$ cat src/rtl/xlc_pkg.sv
package xlc_pkg;
  localparam int VA_W   = 32;
  localparam int OFF_W  = 12;
  localparam int PAGE_W = VA_W - OFF_W;

  // Bit positions inside a page table entry used by the fill path.
  localparam int PTE_VALID_BIT = 0;
  localparam int PTE_RD_BIT    = 1;
  localparam int PTE_WR_BIT    = 2;

  typedef struct packed {
    logic [PAGE_W-1:0] ppn;
    logic              rd;
    logic              wr;
  } xlc_data_t;
endpackage

$ cat src/rtl/xlc_rr.sv
module xlc_rr #(
  parameter int NENT = 8
) (
  input  logic            clk,
  input  logic            rst_n,
  input  logic            advance,
  input  logic            restart,
  output logic [NENT-1:0] victim
);
  localparam int IDX_W = (NENT > 1) ? $clog2(NENT) : 1;
  localparam logic [IDX_W-1:0] LAST = IDX_W'(NENT - 1);

  logic [IDX_W-1:0] ptr_q, ptr_d;
  logic             ptr_en;

  always_comb begin
    ptr_en = restart | advance;
    if (restart)           ptr_d = '0;
    else if (ptr_q == LAST) ptr_d = '0;
    else                   ptr_d = ptr_q + 1'b1;
  end

  always_ff @(posedge clk or negedge rst_n) begin
    if (!rst_n)      ptr_q <= '0;
    else if (ptr_en) ptr_q <= ptr_d;
  end

  always_comb begin
    victim = '0;
    victim[ptr_q] = 1'b1;
  end

  AST_PTR_RANGE: assert property (@(posedge clk) disable iff (!rst_n)
    ptr_q <= LAST);
  AST_PTR_WRAP: assert property (@(posedge clk) disable iff (!rst_n)
    (advance && !restart && ptr_q == LAST) |=> (ptr_q == '0));
endmodule

$ cat src/rtl/xlc_line.sv
module xlc_line
  import xlc_pkg::*;
(
  input  logic              clk,
  input  logic              rst_n,
  input  logic [PAGE_W-1:0] lk_tag,
  input  logic [PAGE_W-1:0] wr_tag,
  input  logic              wr_en,
  input  xlc_data_t         wr_data,
  input  logic              inv_en,
  input  logic [PAGE_W-1:0] inv_tag,
  input  logic              flush,
  output logic              valid,
  output logic              lk_match,
  output logic              wr_match,
  output xlc_data_t         data
);
  logic              valid_q, valid_d;
  logic [PAGE_W-1:0] tag_q;
  xlc_data_t         data_q;
  logic              inv_hit;

  assign inv_hit = inv_en && valid_q && (tag_q == inv_tag);

  always_comb begin
    valid_d = valid_q;
    if (flush)        valid_d = 1'b0;
    else if (wr_en)   valid_d = 1'b1;
    else if (inv_hit) valid_d = 1'b0;
  end

  always_ff @(posedge clk or negedge rst_n) begin
    if (!rst_n) valid_q <= 1'b0;
    else        valid_q <= valid_d;
  end

  always_ff @(posedge clk) begin
    if (wr_en && !flush) begin
      tag_q  <= wr_tag;
      data_q <= wr_data;
    end
  end

  assign valid    = valid_q;
  assign lk_match = valid_q && (tag_q == lk_tag);
  assign wr_match = valid_q && (tag_q == wr_tag);
  assign data     = data_q;

  AST_LINE_INV: assert property (@(posedge clk) disable iff (!rst_n)
    (inv_hit && !flush && !wr_en) |=> !valid_q);
endmodule

$ cat src/rtl/xlate_cache.sv
module xlate_cache
  import xlc_pkg::*;
#(
  parameter int NENT = 8
) (
  input  logic        clk,
  input  logic        rst_n,
  input  logic [31:0] lk_va,
  output logic        lk_hit,
  output logic [31:0] lk_pa,
  output logic        lk_rd,
  output logic        lk_wr,
  input  logic        fill_en,
  input  logic [31:0] fill_va,
  input  logic [31:0] fill_pte,
  input  logic        inv_en,
  input  logic [31:0] inv_va,
  input  logic        flush
);
  logic [PAGE_W-1:0] lk_tag, fill_tag, inv_tag;
  logic [NENT-1:0]   valid_vec, lk_match, wr_match, victim, wr_sel, wr_vec;
  xlc_data_t         line_data [NENT];
  xlc_data_t         fill_data, hit_data;
  logic              fill_ok, fill_present, lk_block;

  assign lk_tag   = lk_va[VA_W-1:OFF_W];
  assign fill_tag = fill_va[VA_W-1:OFF_W];
  assign inv_tag  = inv_va[VA_W-1:OFF_W];

  assign fill_data.ppn = fill_pte[VA_W-1:OFF_W];
  assign fill_data.rd  = fill_pte[PTE_RD_BIT];
  assign fill_data.wr  = fill_pte[PTE_WR_BIT];

  // Fill qualification: valid entry, no flush, no collision with shootdown.
  always_comb begin
    fill_ok      = fill_en && fill_pte[PTE_VALID_BIT] && !flush &&
                   !(inv_en && (inv_tag == fill_tag));
    fill_present = |wr_match;
    wr_sel       = fill_present ? wr_match : victim;
    wr_vec       = fill_ok ? wr_sel : '0;
  end

  xlc_rr #(.NENT(NENT)) u_rr (
    .clk     (clk),
    .rst_n   (rst_n),
    .advance (fill_ok && !fill_present),
    .restart (flush),
    .victim  (victim)
  );

  for (genvar i = 0; i < NENT; i++) begin : g_line
    xlc_line u_line (
      .clk      (clk),
      .rst_n    (rst_n),
      .lk_tag   (lk_tag),
      .wr_tag   (fill_tag),
      .wr_en    (wr_vec[i]),
      .wr_data  (fill_data),
      .inv_en   (inv_en),
      .inv_tag  (inv_tag),
      .flush    (flush),
      .valid    (valid_vec[i]),
      .lk_match (lk_match[i]),
      .wr_match (wr_match[i]),
      .data     (line_data[i])
    );
  end

  // Lookup: masked in the cycle its page is being withdrawn.
  always_comb begin
    lk_block = flush || (inv_en && (inv_tag == lk_tag));
    hit_data = '0;
    for (int i = 0; i < NENT; i++) begin
      if (lk_match[i]) hit_data = hit_data | line_data[i];
    end
    lk_hit = (|lk_match) && !lk_block;
    lk_pa  = lk_hit ? {hit_data.ppn, lk_va[OFF_W-1:0]} : '0;
    lk_rd  = lk_hit && hit_data.rd;
    lk_wr  = lk_hit && hit_data.wr;
  end

  AST_NO_DUP: assert property (@(posedge clk) disable iff (!rst_n)
    $onehot0(lk_match));
  AST_FLUSH_EMPTY: assert property (@(posedge clk) disable iff (!rst_n)
    flush |=> (valid_vec == '0));
  AST_SAME_CYCLE_MISS: assert property (@(posedge clk) disable iff (!rst_n)
    (flush || (inv_en && inv_va[31:12] == lk_va[31:12])) |-> !lk_hit);
  AST_BAD_PTE_IGNORED: assert property (@(posedge clk) disable iff (!rst_n)
    (fill_en && !fill_pte[0] && !inv_en && !flush) |=> $stable(valid_vec));
  AST_COLLIDE_DROP: assert property (@(posedge clk) disable iff (!rst_n)
    (inv_en && fill_en && inv_va[31:12] == fill_va[31:12]) |=> !(|wr_match));
endmodule

$ cat config.mk
export PLATFORM = sky130hd
export DESIGN_NAME = xlate_cache
export DESIGN_NICKNAME = d
export VERILOG_FILES = /design/src/rtl/xlc_pkg.sv /design/src/rtl/xlc_rr.sv /design/src/rtl/xlc_line.sv /design/src/rtl/xlate_cache.sv
export SDC_FILE = /design/constraint.sdc
export NUM_CORES = 1
export LEC_CHECK = 0
export BUFFER_PORTS_ARGS = -buffer_cell sky130_fd_sc_hd__buf_2
export CAP_MARGIN = 10
export CORE_AREA = 2 2 159 199
export DETAILED_ROUTE_END_ITERATION = 8
export DIE_AREA = 0 0 161 201
export GPL_TIMING_DRIVEN = 0
export MAX_ROUTING_LAYER = met4
export PLACE_DENSITY_LB_ADDON = 0.05
export SYNTH_ARGS = -nofsm -noshare
export SYNTH_HDL_FRONTEND = slang
export SYNTH_SLANG_ARGS = --single-unit
$ cat constraint.sdc
create_clock -name clk -period 4.15 [get_ports clk]
set_input_delay 0.83 -clock clk [delete_from_list [all_inputs] [get_ports clk]]
set_output_delay 0.83 -clock clk [all_outputs]
set_load 0.02 [all_outputs]
==> flow_metrics.env, run 1 <==
export IMPL_status="complete, but fails checks"
export IMPL_violations="negative setup slack"
export IMPL_clkTransAtPathRegs_ns=0.06
export IMPL_final_cell_mix="337 x xnor2_1, 336 x edfxtp_1, 183 x xor2_1, 121 x buf_2, 95 x nand4_1"
export IMPL_place_inst=1835
export IMPL_crit_path_end_kind="output port"
export IMPL_worstPathMaxFanout=10
export IMPL_max_freq_ghz=0.240
export IMPL_track_usage=0.423
export IMPL_std_cell_rows=72
export IMPL_wl_per_cell_um=34.9
export IMPL_antenna_diode_count=0
export IMPL_synth_cells=1327
export IMPL_tightest_slew_ns=1.05
export IMPL_vias=12787
export IMPL_syn_avg_cell_area_um2=13.6
export IMPL_synth_mux_area_frac=0.00187
export IMPL_dp_hpwl_um=43100
export IMPL_min_period_ns=4.17
export IMPL_globalplace_congestion=0.972
export IMPL_syn_nets=1462
export IMPL_start_util=0.589
export IMPL_drt_initial_drc_count=1561
export IMPL_synthXorXnorAreaFrac=0.252
export IMPL_startpoint_type="input pin"
export IMPL_slew_headroom=0.299
export IMPL_clock_sinks=347
export IMPL_final_common_cell="xnor2_1"
export IMPL_yosysSeqAreaShare=0.575
export IMPL_hold_violations=0
export IMPL_dr_pass1_iters=5
export IMPL_synth_top_cell_by_area="edfxtp_1"
export IMPL_yosysTopAreaCellShare=0.559
export IMPL_drt_total_wl_um=67400
export IMPL_netlist_area_um2=18000
export IMPL_peakVddDrop_v=0.000420
export IMPL_dieHeight_um=201
export IMPL_skew_ns=0.0243
export IMPL_whs_ns=0.163
export IMPL_drv_slew=0
export IMPL_clock_latency_ns=0.56
export IMPL_cts_tree="built"
export IMPL_cts_root_buf="clkbuf_16"
export IMPL_grt_first_pass_wirelength_um=91800
export IMPL_min_period_over_period=1.00
export IMPL_grt_setup_unrepaired="true"
export IMPL_critPathArrivalTime_ns=3.34
export IMPL_synth_adder_area_share=0.00139
export IMPL_grt_pass1_vias=12510
export IMPL_synth_top_family_by_area="XOR/XNOR gates"
export IMPL_post_route_drc_count=0
export IMPL_synth_cell_types=34
export IMPL_hold_buffers=0
export IMPL_antenna_found_initial=0
export IMPL_grt_ovfl_total=0
export IMPL_setup_viol=2
export IMPL_area_growth_pct=16.6
export IMPL_die_area_um2=32400
export IMPL_yosys_area_share_simple=0.0805
export IMPL_ctsHtreeMaxLevel=2
export IMPL_fin_ws_ns=-0.0154
export IMPL_drv_cap=0
export IMPL_vias_per_cell=6.62
export IMPL_boundaryPins=168
export IMPL_ys_top_cells_by_area="edfxtp_1 56%, xnor2_1 16%, xor2_1 8.9%"
export IMPL_hold_class="input pin to async pin"
export IMPL_die_w_um=161
export IMPL_ant_nets=0
export IMPL_cts_path_max_buffers=3
export IMPL_ys_ff_latch=347
export IMPL_cts_buffers=36
export IMPL_p_leak_nw=6.91
export IMPL_path_class="input pin to output port"
export IMPL_portBuffers=93
export IMPL_core_area_um2=30600
export IMPL_synth_compound_area_frac=0.0610
export IMPL_p_per_area_nw_per_um2=374
export IMPL_stdcell_count=1932
export IMPL_nNetsFinal=1633
export IMPL_yosys_warnings=0
export IMPL_final_layout_size_suffix_gt1_frac=0.207
export IMPL_worstPathRequired_ns=3.32
export IMPL_grt_max_degree=32
## power by group
part	leakage, nW	total (mW)	internal (mW)	switching (mW)
Sequential	3.18	3.89	3.87	0.0211
Clock	0.568	3.24	1.84	1.41
Combinational	3.16	0.728	0.235	0.493
Total	6.91	7.86	5.94	1.92
## metrics by stage
step / worst slack [ns] / power (mW) / instance area [um2] / setup TNS [ns] / utilization
2_1_floorplan: 0.411 / 4.35 / 18000 / 0 / -
3_3_place_gp: -1.57 / 4.64 / 19000 / -436.03 / 0.621
3_5_place_dp: -1.12 / 4.64 / 19200 / -107.52 / 0.626
4_1_cts: 0.00404 / 7.82 / 20700 / 0 / 0.675
5_1_grt: -0.0754 / 7.98 / 21000 / -0.233 / 0.686
6_report: -0.0154 / 7.86 / 21000 / -0.0218 / 0.686
## Yosys cell counts (all sizes together)
cell and count:
or3 1, nor3 4, clkbuf 7, a21o 8
ha 2, inv 13, xnor2 337, nor2b 7
xor2 183, a31o 6, nand2 3, a31oi 22
edfxtp 336, a22oi 44, nor3b 8, nor2 23
mux2 3, nand4 95, buf 78, a22o 22
nor4 72, nand3 17, a221oi 22, a211o 1
a41o 2, dfrtp 11
## state kept, by name (all words and copies together) (netlist names)
signal               cells
g_line.u_line.tag_q    160
u_rr.ptr_q               3
g_line.u_line.data     176
g_line.u_line.valid      8
## critical path: stages
cell      delay, ns
buf_4          0.21
xor2_1         0.19
nor4_1         0.33
nand4_1        0.22
nor3_4         0.34
buf_4          0.16
clkbuf_2       0.35
a221oi_1       0.25
a31oi_4        0.28
buf_6          0.15
## kinds of logic (layout without fill, tap and decap cells)
kind of cell,after synthesis,in the layout
AND/OR/NAND/NOR,230,230
multiplexers,3,3
XOR/XNOR,520,520
flip-flops,347,347
adder cells (fa/ha/maj),2,2
buffers and inverters,98,296
AO/OA/AOI/OAI,127,127
## routing by layer
layer	vias to the layer above	routed length, um	global-route usage
li1	5256	-	-
met1	6207	22900	0.507
met2	995	31200	0.649
met3	329	7610	0.0866
met4	0	5720	0.279
met5	-	0	-
## path summary, 6_finish.rpt
path,start,end,cells past startpoint,slack (ns)
setup / recovery,lk_va[19],lk_pa[23],10,-0.02
hold reg to reg,u_rr.ptr_q[1],g_line[7].u_line.valid,1,0.76
hold / removal,rst_n,g_line[4].u_line.valid,1,0.16
setup reg to reg,g_line[3].u_line.tag_q[5],g_line[6].u_line.data[12],9,0.89
min in group clk,fill_pte[26],g_line[0].u_line.data[16],1,0.53
max in group asynchronous,rst_n,u_rr.ptr_q[2],1,3.75
## area by class of cell
cell class	instances	area (um2)
multi-input cells	882	7390
flip-flops and latches	347	10400
clock inverters	24	233
fillers	2167	9600
repair buffers	134	978
clock buffers	41	941
well taps	407	509
inverters	13	48.8
plain buffers	84	562
## timing repair
| action | 4_1_cts | 5_1_grt |
|---|---|---|
| resized for setup | 46 | 53 |
| setup endpoints to repair | 35 | 100 |
| pin swaps | 15 | 13 |
| setup buffers | 18 | 15 |
| cloned | 0 | 0 |
| hold endpoints to repair | 0 | 0 |
No activity file was read; power rests on OpenSTA's default activity.
==> run 2: changes to the inputs <==
Settings changed: CORE_AREA 2 2 159 199 to 2 2 177 179, DIE_AREA 0 0 161 201 to 0 0 179 181.
==> run 2 against run 1 <==
Effect of this change: the flow still finishes with violations (negative setup slack); combinational power hardly changed; clock power up 11%; die area grew 0.12%; via count is essentially flat; hold slack improved by 0.017 ns; final area about the same; count of clock-buffer cells in the layout grew 3; global-route usage up 1.0 points; largest cell class unchanged.
==> flow_metrics.env, run 2 (synthesis results as in run 1) <==
export IMPL_comb_power_share=0.089
export IMPL_drv_cap=0
export IMPL_ctsHtreeMaxLevel=2
export IMPL_cts_path_max_buffers=3
export IMPL_globalplace_congestion=1.04
export IMPL_worstPathMaxFanout=10
export IMPL_status="complete, but fails checks"
export IMPL_nNetsFinal=1627
export IMPL_std_cell_rows=64
export IMPL_antenna_found_initial=2
export IMPL_clkTransAtPathRegs_ns=0.06
export IMPL_final_layout_size_suffix_gt1_frac=0.205
export IMPL_post_route_drc_count=0
export IMPL_setup_viol=25
export IMPL_p_seq_frac=0.473
export IMPL_p_sw_frac=0.240
export IMPL_area_growth_pct=16.7
export IMPL_boundaryPins=168
export IMPL_fin_ws_ns=-0.0429
export IMPL_portBuffers=93
export IMPL_final_cell_mix="336 x xnor2_1, 336 x edfxtp_1, 183 x xor2_1, 123 x buf_2, 95 x nand4_1"
export IMPL_max_freq_ghz=0.239
export IMPL_worstPathRequired_ns=3.32
export IMPL_cts_buffers=37
export IMPL_fillerInstances=2135
export IMPL_peakVddDrop_v=0.000421
export IMPL_ant_nets=0
export IMPL_vias=12777
export IMPL_drt_total_wl_um=67700
export IMPL_core_area_um2=30300
export IMPL_hold_violations=0
export IMPL_track_usage=0.433
export IMPL_vias_per_cell=6.65
export IMPL_wl_per_cell_um=35.3
export IMPL_grt_ovfl_total=0
export IMPL_power_switching_mw=1.98
export IMPL_die_w_um=179
export IMPL_min_period_over_period=1.01
export IMPL_dr_pass1_iters=5
export IMPL_internal_power_mw=6.25
export IMPL_die_area_um2=32400
export IMPL_reg2regPathDepth=10
export IMPL_dp_hpwl_um=41800
export IMPL_hold_class="input pin to async pin"
export IMPL_grt_max_degree=43
export IMPL_path_class="register to output port"
export IMPL_largest_reg_flops=176
export IMPL_clock_sinks=347
export IMPL_multiInputGateArea_um2=7380
export IMPL_dieHeight_um=181
export IMPL_drv_slew=0
export IMPL_cts_root_buf="clkbuf_16"
export IMPL_grt_pass1_vias=12636
export IMPL_skew_ns=0.0314
export IMPL_tightest_slew_ns=1.00
export IMPL_startpoint_type="register"
export IMPL_drt_initial_drc_count=1772
export IMPL_slew_headroom=0.333
export IMPL_grt_first_pass_wirelength_um=92400
export IMPL_hold_buffers=0
export IMPL_min_period_ns=4.19
export IMPL_start_util=0.594
export IMPL_clock_latency_ns=0.56
export IMPL_p_clk_frac=0.439
export IMPL_whs_ns=0.179
export IMPL_p_per_area_nw_per_um2=391
export IMPL_p_leak_nw=6.93
export IMPL_utilization=0.693
export IMPL_critPathArrivalTime_ns=3.36
export IMPL_seqCellArea_um2=10400
export IMPL_crit_path_end_kind="output port"
export IMPL_cts_tree="built"
export IMPL_violations="negative setup slack"
[run 2: cell count changes in the layout (fill, tap and decap cells not counted), moves of 2 or more]
cell       before  now
diode_2         0    3
clkinv_1        9    7
buf_2         121  123
bufinv_16       3    7
clkbuf_4        6    4
nand3_2         2    0
buf_6          22   15
clkbuf_2        2    4
nand3_1        15   17
[run 2: worst paths after layout]
kind	from	end	slack, ns
worst min register to register	g_line[6].u_line.valid	g_line[6].u_line.valid	0.75
max in group asynchronous	rst_n	g_line[7].u_line.valid	3.73
worst max register to register	g_line[1].u_line.tag_q[7]	g_line[6].u_line.data[13]	0.64
worst min-delay path	rst_n	g_line[6].u_line.valid	0.18
worst max-delay path	g_line[2].u_line.tag_q[7]	lk_wr	-0.04
min in group clk	fill_pte[26]	g_line[3].u_line.data[16]	0.54
[run 2: metal layers]
metal	vias to the layer above	wire length (um)	GRT usage
met4	0	6100	0.307
met3	327	7830	0.102
li1	5267	-	-
met1	6151	23300	0.517
met2	1032	30500	0.643
met5	-	0	-
[run 2: final cells by class]
type | instances | share of cell area
repair buffers | 127 | 0.0414
inverters | 13 | 0.00232
flip-flops and latches | 347 | 0.493
plain buffers | 84 | 0.0260
multi-input cells | 882 | 0.351
well taps | 396 | 0.0235
clock inverters | 24 | 0.0164
clock buffers | 44 | 0.0467
diodes | 3 | 0.000357
[run 2: metrics by stage]
stage / TNS, ns / area, um2 / total power, mW / std cells / setup slack, ns
after floorplan: 0 / 18000 / 4.35 / 1327 / 0.411
after global placement: -369.19 / 19000 / 4.64 / 1816 / -1.29
after detailed placement: -89.33 / 19100 / 4.65 / 1822 / -1.02
after CTS: -0.0131 / 20700 / 8.17 / 1905 / -0.0131
after global routing: -0.0156 / 21000 / 8.36 / 1919 / -0.0109
final: -0.375 / 21000 / 8.23 / 1920 / -0.0429
[run 2: timing repair]
action,in CTS,in global routing
gates resized for setup,37,45
pin swaps,11,19
setup buffers,15,12
setup endpoints to repair,35,34
[run 2: worst max-delay path, stage by stage, from the launching register on]
cell and delay, ns:
edfxtp_1 0.55, xor2_1 0.20, nor4_1 0.42, nand4_1 0.21, nor3_4 0.19, buf_12 0.15, clkbuf_2 0.34, a22o_1 0.19
a221oi_1 0.06, a31oi_1 0.28, buf_2 0.22
[run 2: power by group through the flow]
stage / sequential [mW] / combinational, mW / clock (mW)
floorplan: 3.96 / 0.390 / 0
global placement: 3.96 / 0.678 / 0
detailed placement: 3.96 / 0.684 / 0
CTS: 3.89 / 0.694 / 3.59
global route: 3.89 / 0.742 / 3.73
finish: 3.89 / 0.730 / 3.61
==> run 3: changes to the inputs <==
Settings changed: PLACE_DENSITY set to 0.8, PLACE_DENSITY_LB_ADDON 0.05 to unset.
==> run 3 against run 2 <==
Effect of this change: the flow still finishes with violations (negative setup slack); critical path depth up 2; maximum frequency fell by 5.6%; count of clock-buffer cells in the layout is 1 lower; register-to-register slack gained 0.06 ns; final cell count rose by 0.36%; first-iteration DRC count rose by 3.5%; clock power is 10% lower; total power decreased by 4.5%; sequential share of layout area shrank 0.15 points; critical endpoint is now lk_pa[23]; largest power group unchanged.
==> flow_metrics.env, run 3 (synthesis results as in run 1) <==
export IMPL_boundaryPins=168
export IMPL_ctsHtreeMaxLevel=2
export IMPL_hold_violations=0
export IMPL_portBuffers=93
export IMPL_hold_buffers=0
export IMPL_area_growth_pct=17.0
export IMPL_post_route_drc_count=0
export IMPL_cts_tree="built"
export IMPL_worstPathMaxFanout=10
export IMPL_slew_headroom=0.293
export IMPL_largest_reg_flops=176
export IMPL_fin_ws_ns=-0.292
export IMPL_grt_setup_unrepaired="true"
export IMPL_utilization=0.696
export IMPL_worstPathRequired_ns=3.32
export IMPL_core_area_um2=30300
export IMPL_hold_class="input pin to async pin"
export IMPL_p_per_area_nw_per_um2=372
export IMPL_setup_tns_ns=-7.96
export IMPL_violations="negative setup slack"
export IMPL_drt_initial_drc_count=1834
export IMPL_vias=13305
export IMPL_crit_path_end_kind="output port"
export IMPL_final_cell_mix="337 x xnor2_1, 336 x edfxtp_1, 183 x xor2_1, 108 x buf_2, 95 x nand4_1"
export IMPL_reg2regPathDepth=9
export IMPL_tightest_slew_ns=1.05
export IMPL_fillerInstances=2101
export IMPL_skew_ns=0.0287
export IMPL_final_layout_size_suffix_gt1_frac=0.210
export IMPL_multiInputGateArea_um2=7430
export IMPL_dieHeight_um=181
export IMPL_track_usage=0.426
export IMPL_die_w_um=179
export IMPL_path_class="register to output port"
export IMPL_peakVddDrop_v=0.000456
export IMPL_cts_root_buf="clkbuf_16"
export IMPL_p_sw_frac=0.252
export IMPL_p_clk_frac=0.413
export IMPL_dp_hpwl_um=43200
export IMPL_drv_cap=0
export IMPL_clock_latency_ns=0.55
export IMPL_critPathArrivalTime_ns=3.61
export IMPL_p_total_mw=7.86
export IMPL_min_period_over_period=1.07
export IMPL_power_switching_mw=1.98
export IMPL_drt_total_wl_um=67900
export IMPL_globalplace_congestion=1.04
export IMPL_stdcell_count=1927
export IMPL_cts_path_max_buffers=3
export IMPL_cts_buffers=38
export IMPL_nNetsFinal=1632
export IMPL_startpoint_type="register"
export IMPL_seqCellArea_um2=10400
export IMPL_grt_max_degree=33
export IMPL_grt_first_pass_wirelength_um=92200
export IMPL_die_area_um2=32400
export IMPL_max_freq_ghz=0.225
export IMPL_place_inst=1825
export IMPL_final_common_cell="xnor2_1"
export IMPL_vias_per_cell=6.90
export IMPL_wl_per_cell_um=35.2
export IMPL_start_util=0.594
export IMPL_status="complete, but fails checks"
export IMPL_std_cell_rows=64
export IMPL_ant_nets=0
export IMPL_setup_viol=35
export IMPL_drv_slew=0
export IMPL_grt_pass1_vias=12821
export IMPL_internal_power_mw=5.87
export IMPL_p_leak_nw=6.90
export IMPL_dr_pass1_iters=6
export IMPL_antenna_found_initial=5
export IMPL_clkTransAtPathRegs_ns=0.06
export IMPL_min_period_ns=4.44
export IMPL_grt_ovfl_total=0
export IMPL_p_seq_frac=0.495
export IMPL_comb_power_share=0.092
export IMPL_clock_sinks=347
-- run 3: cell types whose count changed in the layout (fill, tap and decap cells not counted), moves of 3 or more --
| cell | before | now |
|---|---|---|
| diode_2 | 3 | 6 |
| buf_2 | 123 | 108 |
| nor2_1 | 23 | 19 |
| bufinv_16 | 7 | 1 |
| buf_4 | 53 | 59 |
| buf_6 | 15 | 25 |
| nor4_1 | 58 | 62 |
| clkinv_2 | 5 | 11 |
| a31oi_1 | 5 | 1 |
| buf_12 | 8 | 11 |
| nor2_2 | 0 | 3 |
| a31oi_4 | 12 | 16 |
| nor4_2 | 7 | 2 |
| clkbuf_4 | 4 | 1 |
-- run 3: layout make-up --
cell class / count / share of cell area
sequential: 347 / 0.491
multi-input combinational: 882 / 0.352
timing repair buffer: 130 / 0.0490
clock buffer: 43 / 0.0459
buffer: 85 / 0.0262
tap: 396 / 0.0235
clock inverter: 25 / 0.00954
inverter: 13 / 0.00231
antenna: 6 / 0.000711
-- run 3: metal layers --
metal	track usage	part of all wire	vias up
met5	-	0	-
met4	0.248	0.075	0
met3	0.125	0.14	340
met2	0.624	0.45	1180
met1	0.525	0.34	6506
li1	-	-	5279
-- run 3: final timing paths --
check                                          start  slack [ns]                   endpoint
min reg2reg                            u_rr.ptr_q[1]        0.73     g_line[7].u_line.valid
max in group asynchronous                      rst_n        3.79     g_line[5].u_line.valid
max                        g_line[0].u_line.tag_q[7]       -0.29                  lk_pa[23]
max reg2reg                g_line[2].u_line.tag_q[3]        0.70   g_line[0].u_line.data[3]
min in group clk                        fill_pte[30]        0.55  g_line[4].u_line.data[20]
min                                            rst_n        0.15     g_line[6].u_line.valid
-- run 3: power by group through the flow --
stage	clock network, mW	registers, mW	logic [mW]
floorplan	0	3.96	0.390
global placement	0	3.96	0.664
detailed placement	0	3.96	0.674
CTS	3.21	3.89	0.685
global route	3.37	3.89	0.732
finish	3.25	3.89	0.720
-- run 3: what timing repair did --
action,4_1_cts,5_1_grt
endpoints found under the setup margin,35,371
setup buffers,19,9
gates resized for setup,38,85
pin swaps,10,5
-- run 3: per-stage QoR --
| stage | hold slack [ns] | cell area, um2 | worst slack (ns) |
|---|---|---|---|
| after global routing | 0.163 | 21100 | -0.388 |
| after floorplan | 0.534 | 18000 | 0.411 |
| after global placement | 0.700 | 19000 | -1.34 |
| after CTS | 0.153 | 20600 | 0.00210 |
| after detailed placement | 0.712 | 19200 | -0.973 |
| final | 0.147 | 21100 | -0.292 |
-- run 3: critical path, cell delays in order, from the launching register on --
cell,delay [ns]
edfxtp_1,0.50
xor2_1,0.21
nor4_1,0.28
nand4_1,0.44
nor4_4,0.36
buf_6,0.18
buf_6,0.10
nor4_2,0.04
a211o_1,0.27
buf_6,0.16
buf_12,0.17
a31oi_4,0.20
buf_6,0.15
